[src/rtl/clz_exec_pkg.sv]
package clz_exec_pkg;
  localparam int IDX_W = 4;

  typedef enum logic [2:0] {
    MM_UNDEF,
    MM_NOP,
    MM_AS_IS,
    MM_USE_RN,
    MM_UNKNOWN
  } mm_policy_e;

  typedef struct packed {
    logic             match;
    logic [IDX_W-1:0] rd;
    logic [IDX_W-1:0] rm;
    logic [IDX_W-1:0] rn;
    logic             sbo_bad;
    logic             pc_used;
    logic             mismatch;
  } dec_t;
endpackage

[src/rtl/clz_decode.sv]
module clz_decode
  import clz_exec_pkg::*;
(
  input  logic [31:0] insn,
  input  logic        fmt,
  output dec_t        dec
);
  localparam logic [IDX_W-1:0] PC_IDX = '1;

  always_comb begin
    dec = '0;
    if (!fmt) begin
      dec.match   = (insn[31:28] != 4'hF) && (insn[27:20] == 8'h16) && (insn[7:4] == 4'h1);
      dec.rd      = insn[15:12];
      dec.rm      = insn[3:0];
      dec.rn      = insn[3:0];
      dec.sbo_bad = (insn[19:16] != 4'hF) || (insn[11:8] != 4'hF);
    end else begin
      dec.match   = (insn[31:20] == 12'hFAB) && (insn[15:12] == 4'hF) && (insn[7:4] == 4'h8);
      dec.rd      = insn[11:8];
      dec.rm      = insn[3:0];
      dec.rn      = insn[19:16];
    end
    dec.pc_used  = (dec.rd == PC_IDX) || (dec.rm == PC_IDX);
    dec.mismatch = (dec.rm != dec.rn);
  end
endmodule

[src/rtl/clz_count.sv]
module clz_count #(
  parameter int W  = 32,
  parameter int CW = $clog2(W + 1)
) (
  input  logic [W-1:0]  val,
  output logic [CW-1:0] cnt
);
  always_comb begin
    cnt = CW'(W);
    for (int i = 0; i < W; i++) begin
      if (val[i]) cnt = CW'(W - 1 - i);
    end
  end
endmodule

[src/rtl/clz_exec_unit.sv]
module clz_exec_unit
  import clz_exec_pkg::*;
#(
  parameter int          DW      = 32,
  parameter mm_policy_e  POLICY  = MM_USE_RN,
  parameter logic [31:0] UNK_VAL = 32'hDEADBEEF
) (
  input  logic          clk,
  input  logic          rst,
  input  logic          in_valid,
  input  logic [31:0]   in_insn,
  input  logic          in_fmt,
  input  logic          in_cond_ok,
  output logic [3:0]    src_idx,
  input  logic [DW-1:0] src_val,
  output logic          out_valid,
  output logic          out_wr_en,
  output logic [3:0]    out_dst,
  output logic [DW-1:0] out_result,
  output logic          out_undef,
  output logic          out_unpred
);
  localparam int  CW        = $clog2(DW + 1);
  localparam bit  P_REJECT  = (POLICY == MM_UNDEF);
  localparam bit  P_DROP    = (POLICY == MM_UNDEF) || (POLICY == MM_NOP);
  localparam bit  P_RN      = (POLICY == MM_USE_RN);
  localparam bit  P_FILL    = (POLICY == MM_UNKNOWN);

  dec_t          dec;
  logic [CW-1:0] cnt;
  logic          mm, undef_n, unpred_n, we_n;
  logic [DW-1:0] res_n;

  clz_decode u_dec (
    .insn (in_insn),
    .fmt  (in_fmt),
    .dec  (dec)
  );

  assign mm      = in_fmt && dec.mismatch;
  assign src_idx = (mm && P_RN) ? dec.rn : dec.rm;

  clz_count #(.W(DW), .CW(CW)) u_cnt (
    .val (src_val),
    .cnt (cnt)
  );

  always_comb begin
    undef_n  = !dec.match || (mm && P_REJECT);
    unpred_n = dec.match && (dec.pc_used || dec.sbo_bad || mm);
    we_n     = dec.match && in_cond_ok && !(mm && P_DROP);
    res_n    = (mm && P_FILL) ? DW'(UNK_VAL) : DW'(cnt);
  end

  always_ff @(posedge clk) begin
    if (rst) begin
      out_valid  <= 1'b0;
      out_wr_en  <= 1'b0;
      out_dst    <= '0;
      out_result <= '0;
      out_undef  <= 1'b0;
      out_unpred <= 1'b0;
    end else begin
      out_valid  <= in_valid;
      out_wr_en  <= in_valid && we_n;
      out_dst    <= in_valid ? dec.rd : '0;
      out_result <= (in_valid && we_n) ? res_n : '0;
      out_undef  <= in_valid && undef_n;
      out_unpred <= in_valid && unpred_n;
    end
  end
endmodule

[config.mk]
export PLATFORM = sky130hd
export DESIGN_NAME = clz_exec_unit
export DESIGN_NICKNAME = d
export VERILOG_FILES = /design/src/rtl/clz_exec_pkg.sv /design/src/rtl/clz_decode.sv /design/src/rtl/clz_count.sv /design/src/rtl/clz_exec_unit.sv
export SDC_FILE = /design/constraint.sdc
export NUM_CORES = 1
export LEC_CHECK = 0
export ABC_AREA = 0
export CORE_MARGIN = 5
export CORE_UTILIZATION = 33
export DETAILED_ROUTE_END_ITERATION = 6
export GPL_TIMING_DRIVEN = 0
export PLACE_DENSITY = 0.87
export SLEW_MARGIN = 10
export SYNTH_ARGS = -nofsm -noshare
export SYNTH_HDL_FRONTEND = slang
export SYNTH_SLANG_ARGS = --single-unit
export TNS_END_PERCENT = 20
[constraint.sdc]
create_clock -name clk -period 4.7 [get_ports clk]
set_input_delay 1.175 -clock clk [delete_from_list [all_inputs] [get_ports clk]]
set_output_delay 1.175 -clock clk [all_outputs]
set_load 0.1 [all_outputs]
==> run_summary.xml <==
<?xml version="1.0" encoding="UTF-8"?>
<metrics>
  <group name="route">
    <metric name="drc_errors" unit="">0</metric>
    <metric name="dr.pass1.iters" unit="">4</metric>
    <metric name="route.detailed.wl_per_inst" unit="µm">11.85</metric>
    <metric name="drt-total-wl" unit="mm">3.696</metric>
    <metric name="detail-route-antenna-nets" unit="">0</metric>
    <metric name="routed-via-count" unit="">1406</metric>
    <metric name="detail_route.iter0.violations" unit="">44</metric>
    <metric name="vias_per_cell" unit="">4.506</metric>
  </group>
  <group name="worst_setup_path">
    <metric name="crit_path_max_fanout" unit="">10</metric>
    <metric name="worst_ep_required_time" unit="ns">3.52</metric>
    <metric name="cp-start-kind" unit="">primary input</metric>
    <metric name="cpMostUsedCell" unit="">sky130_fd_sc_hd__clkdlybuf4s50_1</metric>
    <metric name="timing.critical_path.arrival" unit="ns">3.28</metric>
    <metric name="path_class" unit="">in2out</metric>
    <metric name="worstSetupEndpointType" unit="">output pin</metric>
    <metric name="cell_type_of_the_slowest_stage_on_the_worst_timing_path" unit="">sky130_fd_sc_hd__clkdlybuf4s50_1</metric>
    <metric name="path_delay_family" unit="">buffers and inverters</metric>
    <metric name="cp_cell_sequence" unit="">clkdlybuf4s50_1 -&gt; buf_2 -&gt; mux2_2 -&gt; clkdlybuf4s50_1</metric>
    <metric name="cp_num_buf_inv" unit="">3</metric>
    <metric name="critical_path_s_largest_stage_delay" unit="ns">0.97</metric>
  </group>
  <group name="yosys">
    <metric name="ys_seq_elements" unit="">14</metric>
    <metric name="netlist_instances" unit="">149</metric>
    <metric name="synthesis.area_per_instance" unit="µm²">8.070</metric>
    <metric name="area_fraction_in_compound_gates_after_synthesis" unit="">0.1228</metric>
    <metric name="synthMuxAreaShare" unit="">0.07076</metric>
    <metric name="netlist-cell-type-count" unit="">44</metric>
    <metric name="dominant_combinational_cell_family_by_area_after_synthesis" unit="">simple AND/OR/NAND/NOR gates</metric>
    <metric name="synth_flop_cell" unit="">sky130_fd_sc_hd__dfxtp_1</metric>
    <metric name="synth-adder-area-share" unit="">0</metric>
    <metric name="edff_count_synth" unit="">0</metric>
    <metric name="async_flop_share" unit="">0</metric>
    <metric name="ys_warn_count" unit="">0</metric>
    <metric name="post_synth_xor_area_fraction" unit="">0.02914</metric>
    <metric name="yosys.area_share.simple" unit="">0.3590</metric>
    <metric name="post_synth_instance_area" unit="µm²">1202</metric>
    <metric name="synth_seq_area_share" unit="">0.2331</metric>
  </group>
  <group name="grt">
    <metric name="grt.total_usage" unit="">0.1473</metric>
    <metric name="first_global_vias" unit="">1350</metric>
    <metric name="grt_start_max_net_pins" unit="">11</metric>
    <metric name="global_route.overflow_total" unit="">0</metric>
    <metric name="grt_antenna_before_repair" unit="">0</metric>
    <metric name="grt_first_pass_wirelength" unit="mm">5.961</metric>
  </group>
  <group name="timing">
    <metric name="final_min_period_over_clock_period" unit="">0.9484</metric>
    <metric name="actual_transition_at_the_worst_max_transition_pin" unit="ns">0.9966</metric>
    <metric name="drv_slew" unit="">0</metric>
    <metric name="final-setup-viol-count" unit="">0</metric>
    <metric name="slew_headroom" unit="">0.3335</metric>
    <metric name="whs" unit="ns">1.538</metric>
    <metric name="final_period_minus_worst_setup_slack" unit="ns">4.457</metric>
    <metric name="setup_ws" unit="ns">0.2427</metric>
    <metric name="maxClockFrequency" unit="MHz">224.3</metric>
    <metric name="rsz0062_at_grt" unit="">no</metric>
    <metric name="fin_tns_setup" unit="ns">0</metric>
    <metric name="timing_hold_violations_final" unit="">0</metric>
  </group>
  <group name="clock_network">
    <metric name="tritoncts" unit="">built</metric>
    <metric name="clkSinkCount" unit="">14</metric>
    <metric name="numCtsBuffers" unit="">3</metric>
    <metric name="root_buffer" unit="">sky130_fd_sc_hd__clkbuf_8</metric>
    <metric name="cts-htree-levels" unit="">1</metric>
    <metric name="cts_setup_buffers" unit="">0</metric>
    <metric name="ctsHoldBuffers" unit="">0</metric>
    <metric name="worst_setup_hold_path_clk_slew" unit="ns">0.06</metric>
    <metric name="cts-resized-gates" unit="">0</metric>
    <metric name="clk_path_buf_depth" unit="">2</metric>
  </group>
  <group name="layout">
    <metric name="layout.cells.most_common" unit="">sky130_fd_sc_hd__clkdlybuf4s50_1</metric>
    <metric name="post_route_cells_drive_above_1_share" unit="">0.1553</metric>
    <metric name="layout-area-overhead-vs-synth" unit="%">88.97</metric>
    <metric name="n_fill_cell" unit="">320</metric>
    <metric name="mostFrequentLayoutCells" unit="">86 x sky130_fd_sc_hd__clkdlybuf4s50_1, 26 x sky130_fd_sc_hd__buf_4, 26 x sky130_fd_sc_hd__conb_1</metric>
    <metric name="final_net_count" unit="">334</metric>
    <metric name="insertedDiodeCount" unit="">0</metric>
  </group>
  <group name="outcome">
    <metric name="status" unit="">finished, final reports clean</metric>
  </group>
  <group name="place">
    <metric name="place_worst_setup_slack" unit="ns">0.2376</metric>
    <metric name="numPortBuffers" unit="">86</metric>
    <metric name="gp_routability_congestion" unit="">0.9043</metric>
    <metric name="detailed_place_hpwl" unit="mm">3.362</metric>
  </group>
  <group name="floorplanning">
    <metric name="start_util" unit="">0.3334</metric>
    <metric name="core" unit="µm²">3606</metric>
    <metric name="boundaryPins" unit="">113</metric>
    <metric name="die_height" unit="µm">70.36</metric>
    <metric name="die_x" unit="µm">70.36</metric>
    <metric name="std_cell_rows" unit="">22</metric>
    <metric name="design.die.area" unit="µm²">4951</metric>
  </group>
  <group name="worst_hold_path">
    <metric name="worst_hold_path_type" unit="">in2reg</metric>
  </group>
  <group name="power_and_ir_drop">
    <metric name="cellLeakagePower" unit="nW">0.9540</metric>
    <metric name="power_per_cell_area" unit="nW/µm²">217.5</metric>
    <metric name="worst_ir_drop_vdd" unit="V">0.0001332</metric>
  </group>
  <group name="run">
    <metric name="max-cap-violations" unit="">0</metric>
  </group>
</metrics>
==> power by group <==
group	total (W)	internal, W	leakage [nW]	switching (W)
clock	0.000116	0.0000741	0.0288	0.0000416
sequential	0.000122	0.000121	0.114	0.000000552
combinational	0.000257	0.0000889	0.811	0.000168
total	0.000494	0.000284	0.954	0.000210
==> state kept, by name, indices dropped and copies added, names as in the netlist <==
| register | count |
|---|---|
| out_valid | 1 |
| out_unpred | 1 |
| out_undef | 1 |
| out_wr_en | 1 |
| out_result | 6 |
| out_dst | 4 |
==> layer usage <==
| metal | vias to the layer above | GRT usage | wire length (µm) |
|---|---|---|---|
| li1 | 730 | - | - |
| met1 | 595 | 0.1718 | 1496 |
| met2 | 75 | 0.2495 | 1783 |
| met3 | 6 | 0.05036 | 371 |
| met4 | 0 | 0.04894 | 44 |
| met5 | - | 0 | 0 |
==> cells by family after synthesis <==
| group | Yosys count |
|---|---|
| compound gates | 22 |
| buf+inv | 32 |
| xor+xnor | 4 |
| simple gates | 68 |
| other cells | 1 |
| flops | 14 |
| mux | 8 |
==> final timing paths <==
check / endpoint / from / cells after the start / slack, ns
min: out_wr_en$_SDFF_PP0_ / in_cond_ok / 2 / 1.54
max: src_idx[1] / in_fmt / 4 / 0.24
==> Yosys cell counts, drive strengths merged (2+ instances only) <==
cell type / n / share of area
inv: 5 / 0.016
dfxtp: 14 / 0.23
nor4: 7 / 0.036
nand4: 6 / 0.031
nor2: 17 / 0.053
mux2: 4 / 0.037
xor2: 3 / 0.022
nor3: 9 / 0.042
buf: 27 / 0.17
nand3: 3 / 0.012
nor4b: 2 / 0.032
o31ai: 3 / 0.019
o21ai: 6 / 0.025
nor2b: 2 / 0.010
or4: 3 / 0.022
a21oi: 5 / 0.021
nor3b: 3 / 0.023
mux2i: 4 / 0.033
nor4bb: 2 / 0.017
nand2b: 3 / 0.016
nand2: 2 / 0.0062
and3: 3 / 0.016
==> through the flow <==
stage / instance area (µm²) / utilization / power [W] / instances
4_1_cts: 2272 / 0.6301 / 0.0004980 / 312
3_5_place_dp: 2217 / 0.6149 / 0.0003796 / 308
2_1_floorplan: 1296 / - / 0.0002962 / 174
3_3_place_gp: 2217 / 0.6149 / 0.0003773 / 308
6_report: 2272 / 0.6301 / 0.0004942 / 312
5_1_grt: 2272 / 0.6301 / 0.0005132 / 312
==> cell type report <==
class / count / area [µm²] / share of cell area
repair buffers: 86 / 860.8 / 0.3789
multi-input cells: 128 / 797.0 / 0.3508
flip-flops and latches: 14 / 280.3 / 0.1233
plain buffers: 27 / 200.2 / 0.08811
well taps: 48 / 60.06 / 0.02643
clock buffers: 4 / 55.05 / 0.02423
inverters: 5 / 18.77 / 0.008260
(Power assumes the default switching activity.)
